**src/rtl/useq_pkg.sv**
```systemverilog
package useq_pkg;
  localparam int CTRL_W = 16;
  localparam int SEL_W  = 3;
  localparam int ADDR_W = 6;
  localparam int WORD_W = ADDR_W + SEL_W + 1 + CTRL_W;
  localparam int DEPTH  = 1 << ADDR_W;

  typedef enum logic [SEL_W-1:0] {
    COND_ZERO  = 3'd0,
    COND_ONE   = 3'd1,
    COND_C     = 3'd2,
    COND_NC    = 3'd3,
    COND_Z     = 3'd4,
    COND_NZ    = 3'd5,
    COND_S     = 3'd6,
    COND_V     = 3'd7
  } cond_sel_e;

  // Packed MSB first: target [25:20], select [19:17], source [16], control [15:0]
  typedef struct packed {
    logic [ADDR_W-1:0] nxt;
    logic [SEL_W-1:0]  sel;
    logic              src;
    logic [CTRL_W-1:0] ctrl;
  } uinst_t;
endpackage

```
**src/rtl/useq_store.sv**
```systemverilog
module useq_store #(
  parameter int AW = 6,
  parameter int DW = 26
) (
  input  logic          clk_i,
  input  logic          we_i,
  input  logic [AW-1:0] waddr_i,
  input  logic [DW-1:0] wdata_i,
  input  logic [AW-1:0] raddr_i,
  output logic [DW-1:0] rdata_o
);
  localparam int N = 1 << AW;

  logic [DW-1:0] mem_q [N];

  always_ff @(posedge clk_i) begin
    if (we_i) mem_q[waddr_i] <= wdata_i;
  end

  assign rdata_o = mem_q[raddr_i];
endmodule

```
**src/rtl/useq_cond.sv**
```systemverilog
module useq_cond
  import useq_pkg::*;
#(
  parameter int SW = SEL_W
) (
  input  logic [SW-1:0] sel_i,
  input  logic          flag_c_i,
  input  logic          flag_z_i,
  input  logic          flag_s_i,
  input  logic          flag_v_i,
  output logic          taken_o
);
  localparam int N = 1 << SW;

  logic [N-1:0] cond_vec;

  always_comb begin
    cond_vec          = '0;
    cond_vec[COND_ONE] = 1'b1;
    cond_vec[COND_C]   = flag_c_i;
    cond_vec[COND_NC]  = ~flag_c_i;
    cond_vec[COND_Z]   = flag_z_i;
    cond_vec[COND_NZ]  = ~flag_z_i;
    cond_vec[COND_S]   = flag_s_i;
    cond_vec[COND_V]   = flag_v_i;
  end

  assign taken_o = cond_vec[sel_i];
endmodule

```
**src/rtl/useq_car.sv**
```systemverilog
module useq_car #(
  parameter int AW = 6
) (
  input  logic          clk_i,
  input  logic          rst_ni,
  input  logic          taken_i,
  input  logic          src_i,
  input  logic [AW-1:0] nxt_i,
  input  logic [AW-1:0] ext_i,
  output logic [AW-1:0] addr_o
);
  localparam logic [AW-1:0] ONE = AW'(1);

  logic [AW-1:0] addr_q, addr_d, tgt;

  assign tgt    = src_i ? ext_i : nxt_i;
  assign addr_d = taken_i ? tgt : addr_q + ONE;  // natural wrap at the top

  always_ff @(posedge clk_i or negedge rst_ni) begin
    if (!rst_ni) addr_q <= '0;
    else         addr_q <= addr_d;
  end

  assign addr_o = addr_q;
endmodule

```
**src/rtl/useq_seq.sv**
```systemverilog
module useq_seq
  import useq_pkg::*;
(
  input  logic              clk_i,
  input  logic              rst_ni,
  input  logic              wr_en_i,
  input  logic [ADDR_W-1:0] wr_addr_i,
  input  logic [WORD_W-1:0] wr_data_i,
  input  logic [ADDR_W-1:0] ext_addr_i,
  input  logic              flag_c_i,
  input  logic              flag_z_i,
  input  logic              flag_s_i,
  input  logic              flag_v_i,
  output logic [CTRL_W-1:0] ctrl_o,
  output logic [ADDR_W-1:0] addr_o
);
  logic [WORD_W-1:0] rd_word;
  uinst_t            uinst;
  logic              taken;
  logic [ADDR_W-1:0] car_addr;

  useq_store #(.AW(ADDR_W), .DW(WORD_W)) u_store (
    .clk_i   (clk_i),
    .we_i    (wr_en_i),
    .waddr_i (wr_addr_i),
    .wdata_i (wr_data_i),
    .raddr_i (car_addr),
    .rdata_o (rd_word)
  );

  assign uinst = uinst_t'(rd_word);

  useq_cond #(.SW(SEL_W)) u_cond (
    .sel_i    (uinst.sel),
    .flag_c_i (flag_c_i),
    .flag_z_i (flag_z_i),
    .flag_s_i (flag_s_i),
    .flag_v_i (flag_v_i),
    .taken_o  (taken)
  );

  useq_car #(.AW(ADDR_W)) u_car (
    .clk_i   (clk_i),
    .rst_ni  (rst_ni),
    .taken_i (taken),
    .src_i   (uinst.src),
    .nxt_i   (uinst.nxt),
    .ext_i   (ext_addr_i),
    .addr_o  (car_addr)
  );

  assign addr_o = car_addr;
  assign ctrl_o = uinst.ctrl;
endmodule

```
**config.mk**
```make
export PLATFORM = sky130hd
export DESIGN_NAME = useq_seq
export DESIGN_NICKNAME = d
export VERILOG_FILES = /design/src/rtl/useq_pkg.sv /design/src/rtl/useq_store.sv /design/src/rtl/useq_cond.sv /design/src/rtl/useq_car.sv /design/src/rtl/useq_seq.sv
export SDC_FILE = /design/constraint.sdc
export NUM_CORES = 2
export LEC_CHECK = 0
export CORE_MARGIN = 10
export CORE_UTILIZATION = 35
export CTS_BUF_LIST = sky130_fd_sc_hd__clkbuf_2 sky130_fd_sc_hd__clkbuf_4 sky130_fd_sc_hd__clkbuf_8
export CTS_CLUSTER_SIZE = 10
export DETAILED_ROUTE_END_ITERATION = 10
export DONT_BUFFER_PORTS = 1
export GPL_TIMING_DRIVEN = 0
export SLEW_MARGIN = 10
export SYNTH_ARGS = -nofsm -noshare
export SYNTH_HDL_FRONTEND = slang
export SYNTH_SLANG_ARGS = --single-unit
```
**constraint.sdc**
```tcl
create_clock -name clk_i -period 5.1 [get_ports clk_i]
set_clock_uncertainty 0.2 [all_clocks]
set_input_delay 0 -clock clk_i [delete_from_list [all_inputs] [get_ports clk_i]]
set_output_delay 0 -clock clk_i [all_outputs]
set_load 0.02 [all_outputs]
```
======== Word level (Yosys, flattened, before mapping) ========
Memory sizes are Yosys's and may differ from the RTL's.
Cells that the tools add are included.
storage, ports and cells
  output and inout bits ................... 22
  RAM bits ................................ 1,664
  memories ................................ 1
  bits in registers ....................... 6
  word-level logic and storage cells ...... 12
memory list
  name           words  width  read ports  clocked after memory_dff  wr ports  RTL line          text
  u_store.mem_q  64     26     1           0                         1         useq_store.sv:14  logic [DW-1:0] mem_q [N];
cells by class
  bitwise operators ....................... 2
  magnitude comparators ................... 1
  add/sub/neg operators ................... 1
  multiplexer cells ....................... 6
operators with widths
  operator                                            count
  two-way mux 6 bit                                   2
  adder 6 x 1 -> 6 bit, second input constant         1
  < comparator 3 x 4 -> 1 bit, second input constant  1
  binary-select mux 1 bit (select 3 bit)              1
  two-way mux 1 bit                                   3
  NOT 1 bit                                           2

======== Logic depth before layout (Yosys ltp) ========
  depth after elaboration ................. 4
  gate-level depth with buffers ........... 14
  mapped depth without buffers ............ 8

======== Hierarchy ========
Synthesis repeated with hierarchy kept, for this count alone.
unflattened totals
  cells, all modules ...................... 2,855
  area total of the unflattened synthesis .. 64,063.9 um^2
modules (own cells, without submodules)
  module      area each (um^2)  cells an instance  instances
  useq_store  63,662.3          2,815              1
  useq_car    349.1             33                 1
  useq_cond   52.6              7                  1

======== Least setup slack after synthesis ========
Ideal clock, no wire load.
  kind .................................... reg2reg
  start point ............................. reg u_car.addr_q[0] (netlist: u_car.addr_o[0])
  end point ............................... reg u_car.addr_q[0] (netlist: u_car.addr_o[0])
  clock period less this slack ............ 3.346 ns
  data required time ...................... 4.766 ns
  setup slack ............................. 1.754 ns
  arrival ................................. 3.012 ns
  library setup time ...................... 0.134 ns
  stages on the path, launching flop included .. 13
  path through ............................ dfrtp_1 > buf_6 > buf_6 > buf_6 > buf_6 > buf_4 > buf_2 > buf_4 > mux4_2 > a221oi_1 > o221ai_1 > mux2i_1 > mux2i_1
between the ends
  cells in the longest elaborated chain, start to end .. 4
  elaborated cells between the ends (all ways) .. 6
  those cells by class .................... add/sub: 1; mux: 4; memory: 1
ends and longest elaborated chain
  what                                     RTL line         text
  start: declaration                       useq_car.sv:14   logic [AW-1:0] addr_q, addr_d, tgt;
  start signal: assignment                 useq_car.sv:21   else addr_q <= addr_d;
  memory (64 x 26 bit)                     --
  binary-select mux 1 bit (select 3 bit)   useq_cond.sv:28  assign taken_o = cond_vec[sel_i];
  two-way mux 1 bit (implied by the code)  useq_cond.sv:28
  two-way mux 6 bit (*)                    useq_car.sv:17   assign addr_d = taken_i ? tgt : addr_q + ONE;
  via u_car.addr_d[0]                      useq_car.sv:14
Mark *: on every way through the listed nets, which the timed path passes. The rest lies on a longest branch. The select of a mux whose other input is x is not followed.

======== Final worst setup path ========
  start point ............................. reg u_car.addr_q[2] (netlist: u_car.addr_o[2])
  end point ............................... reg u_car.addr_q[1] (netlist: u_car.addr_o[1])
between the ends
  cells in the longest elaborated chain, start to end .. 4
  elaborated cells between the ends (all ways) .. 5
  those cells by class .................... mux: 4; memory: 1
ends and longest elaborated chain
  what                                     RTL line
  memory (64 x 26 bit) (*)                 --
  binary-select mux 1 bit (select 3 bit)   useq_cond.sv:28
  two-way mux 1 bit (implied by the code)  useq_cond.sv:28
  two-way mux 6 bit (*)                    useq_car.sv:17
  via u_car.addr_d[1]                      useq_car.sv:14
Marks and branches as above.

==> impl_metrics.env <==
export IMPL_status="complete, no violations"
export IMPL_synthTopCellsByCount="edfxtp_1 (1664), mux4_2 (495), nor2_1 (74)"
export IMPL_seqCellArea_sq_um=50120
export IMPL_clk_path_buf_depth=4
export IMPL_first_pass_iters=6
export IMPL_grt_remaining_overflow=0
export IMPL_die_y_um=447.0
export IMPL_areaGrowthSynthToFinish_pct=19.17
export IMPL_hold_viol=0
export IMPL_worst_ir_drop_vdd_mv=0.3349
export IMPL_synth_seq_cells=1670
export IMPL_power_density_nw_per_um2=503.8
export IMPL_viasPerCell=5.536
export IMPL_initialDrtViolationCount=4057
export IMPL_required_ns=5.75
export IMPL_grt_max_degree=65
export IMPL_synth_most_common_cell="edfxtp_1"
export IMPL_yosysTopAreaCellShare_pct=78.30
export IMPL_cts_sinks=1670
export IMPL_synthDistinctLibCells=60
export IMPL_crit_start="u_car.addr_o[2]"
export IMPL_r2r_start="u_car.addr_o[2]"
export IMPL_setup_viol=0
export IMPL_syn_num_nets=2621
export IMPL_timing_hold_ws_ns=0.1129
export IMPL_cts_made_buffers=278
export IMPL_yosysWarnings=0
export IMPL_drt_wl_total_um=177100
export IMPL_finalMaxSlewViolations=0
export IMPL_antenna_found_initial=4
export IMPL_slew_headroom_pct=20.78
export IMPL_start_util_pct=35.23
export IMPL_pwr_share_clk_pct=28.3
export IMPL_max_freq_ghz=0.1982
export IMPL_synth_seq_area_share_pct=78.53
export IMPL_cp_arrival_ns=5.70
export IMPL_maxCapViolations=0
export IMPL_ios=67
export IMPL_rsz0062_at_grt="false"
export IMPL_crit_path_start_kind="flip-flop"
export IMPL_gp_congestion=0.8149
export IMPL_cts_setup_buffers=0
export IMPL_die_area_sq_um=199800
export IMPL_synth_edf_count=1664
export IMPL_yosysTopAreaCell="edfxtp_1"
export IMPL_utilization_pct=41.99
export IMPL_n_fill_cell=15420
export IMPL_port_buffers=0
export IMPL_synthTopCellsByArea="edfxtp_1 (78%), mux4_2 (17%), nor2_1 (0.44%)"
export IMPL_die_w_um=447.0
export IMPL_post_route_min_period_ns=5.046
export IMPL_cts_root_buffer="clkbuf_8"
export IMPL_final_layout_size_suffix_gt1_share_pct=36.83
export IMPL_path_cells="buf_1 > buf_2 > nor2_1 > a22o_1 > a221oi_1 > o22ai_1 > a211oi_4 > mux2_2 > dlygate4sd3_1 > mux2_4"
export IMPL_netSwitchingFraction_pct=31.40
export IMPL_clk_latency_ns=0.99
export IMPL_crit_slowest_cell="dfrtp_1"
export IMPL_routedWlPerCell_um=31.67
export IMPL_power_internal_w=0.02628
export IMPL_synthArstFlopShare_pct=0.3593
export IMPL_num_rows=156
export IMPL_tightest_slew_ns=1.184
export IMPL_netlist_area_sq_um=63820
export IMPL_syn_avg_cell_area_sq_um=24.78
export IMPL_postRouteAntennaNets=0
export IMPL_p_sw_w=0.01203
export IMPL_route_detailed_drc=0
export IMPL_htree_levels=5
export IMPL_grt_pass1_vias=31610
export IMPL_vias=30970
export IMPL_total_leakage_power_nw=23.49
export IMPL_place_hpwl_um=112500
export IMPL_fin_crit_sh_pct=98.94
export IMPL_synth_ff_type="edfxtp_1"
export IMPL_multi_input_area_sq_um=13450
export IMPL_cts_clk_slew_worst_paths_ns=0.07
export IMPL_p_seq_share_pct=40.1
export IMPL_min_path_type="primary input to flip-flop"
export IMPL_critPathCaptureType="flip-flop"
export IMPL_crit_type="flip-flop to flip-flop"
export IMPL_core_area_sq_um=181100
export IMPL_final_nets=3101
export IMPL_crit_fanout=10
export IMPL_p_comb_share_pct=31.6
export IMPL_grt_pass1_wl_um=248000
export IMPL_hold_start="flag_v_i"
export IMPL_cts_tree="yes"
export IMPL_slowest_delay_ns=0.66
export IMPL_synth_cells=2575
export IMPL_grt_total_usage_pct=17.52
area by class of cell:
class,count,share of cell area (%)
inverters,5,0.02468
clock inverters,80,0.4870
diodes,3,0.009871
multi-input cells,765,17.69
plain buffers,133,1.152
well taps,2370,3.899
repair buffers,202,4.885
flip-flops and latches,1670,65.91
clock buffers,365,5.947
stage by stage:
stage	instance area, sq um	setup slack [ns]	TNS (ns)	cells	power, W
detailed placement	68790	-0.6751	-3.326	5015	0.02728
floorplan	63820	1.754	0	2575	0.02317
global route	76050	0.0004419	0	5591	0.03956
finish	76050	0.05421	0	5593	0.03832
global placement	66780	-0.6956	-16.45	4945	0.02719
CTS	76030	-0.02083	-0.05765	5591	0.03860
power groups by stage:
stage	Combinational (W)	Clock [W]	Sequential [W]
after floorplan	0.00758	0	0.0156
after global placement	0.0115	0	0.0156
after detailed placement	0.0116	0	0.0156
after CTS	0.0122	0.0110	0.0154
after global routing	0.0126	0.0116	0.0154
final	0.0121	0.0108	0.0154
cells by family after synthesis:
family | count (synthesis) | synth area share [%]
adders and majority gates | 1 | 0.01960
muxes | 520 | 17.97
DFF | 1670 | 78.53
buffers and inverters | 140 | 1.135
and+or+nand+nor | 144 | 1.110
AOI/OAI and AO/OA | 95 | 1.163
xor gates and xnor gates | 5 | 0.06862
sequential cells by signal, summed over array words and instances, names as in the netlist:
name,count
u_store.mem_q,1664
u_car.addr_o,6
metal layers:
layer	vias up	global-route usage, %	part of all wire, %
li1	12230	-	-
met1	16860	23.23	40
met2	1540	28.13	48
met3	337	3.697	7.9
met4	2	7.300	4.2
met5	-	0	0.0073
final timing paths:
check / to / slack [ns] / cells past startpoint
worst max-delay path: u_car.addr_o[1] / 0.05 / 10
worst min-delay path: u_car.addr_o[3] / 0.11 / 5
worst max register to register: u_car.addr_o[1] / 0.05 / 10
worst min register to register: u_car.addr_o[1] / 0.68 / 2
max in group asynchronous: u_car.addr_o[1] / 4.05 / 3
min in group asynchronous: u_car.addr_o[3] / 0.34 / 3
what timing repair did:
action                                  4_1_cts  5_1_grt
gates resized for setup                      73        9
hold endpoints to repair                   2355        0
endpoints found under the setup margin       22       16
hold buffers                                132        0
cells in the final DEF (no fill, tap or decap), types with 14 or more instances in the layout:
master	n
clkbuf_1	32
a221oi_1	14
clkbuf_4	85
clkinv_1	55
buf_2	18
clkinv_2	20
a22oi_1	30
buf_12	45
clkbuf_2	27
a22o_1	14
dlygate4sd3_1	80
nor2_4	62
edfxtp_1	1664
mux2i_1	17
buf_6	28
nand2_1	18
mux4_2	495
buf_4	20
buf_16	72
clkbuf_8	285
worst max-delay path, delay by kind of cell (launching register included):
kind / cells / cell delay [ns]
compound gates: 4 / 1.40
buf+inv: 3 / 1.63
flops: 1 / 0.66
mux: 2 / 0.69
simple gates: 1 / 0.34
(Power assumes the default switching activity.)
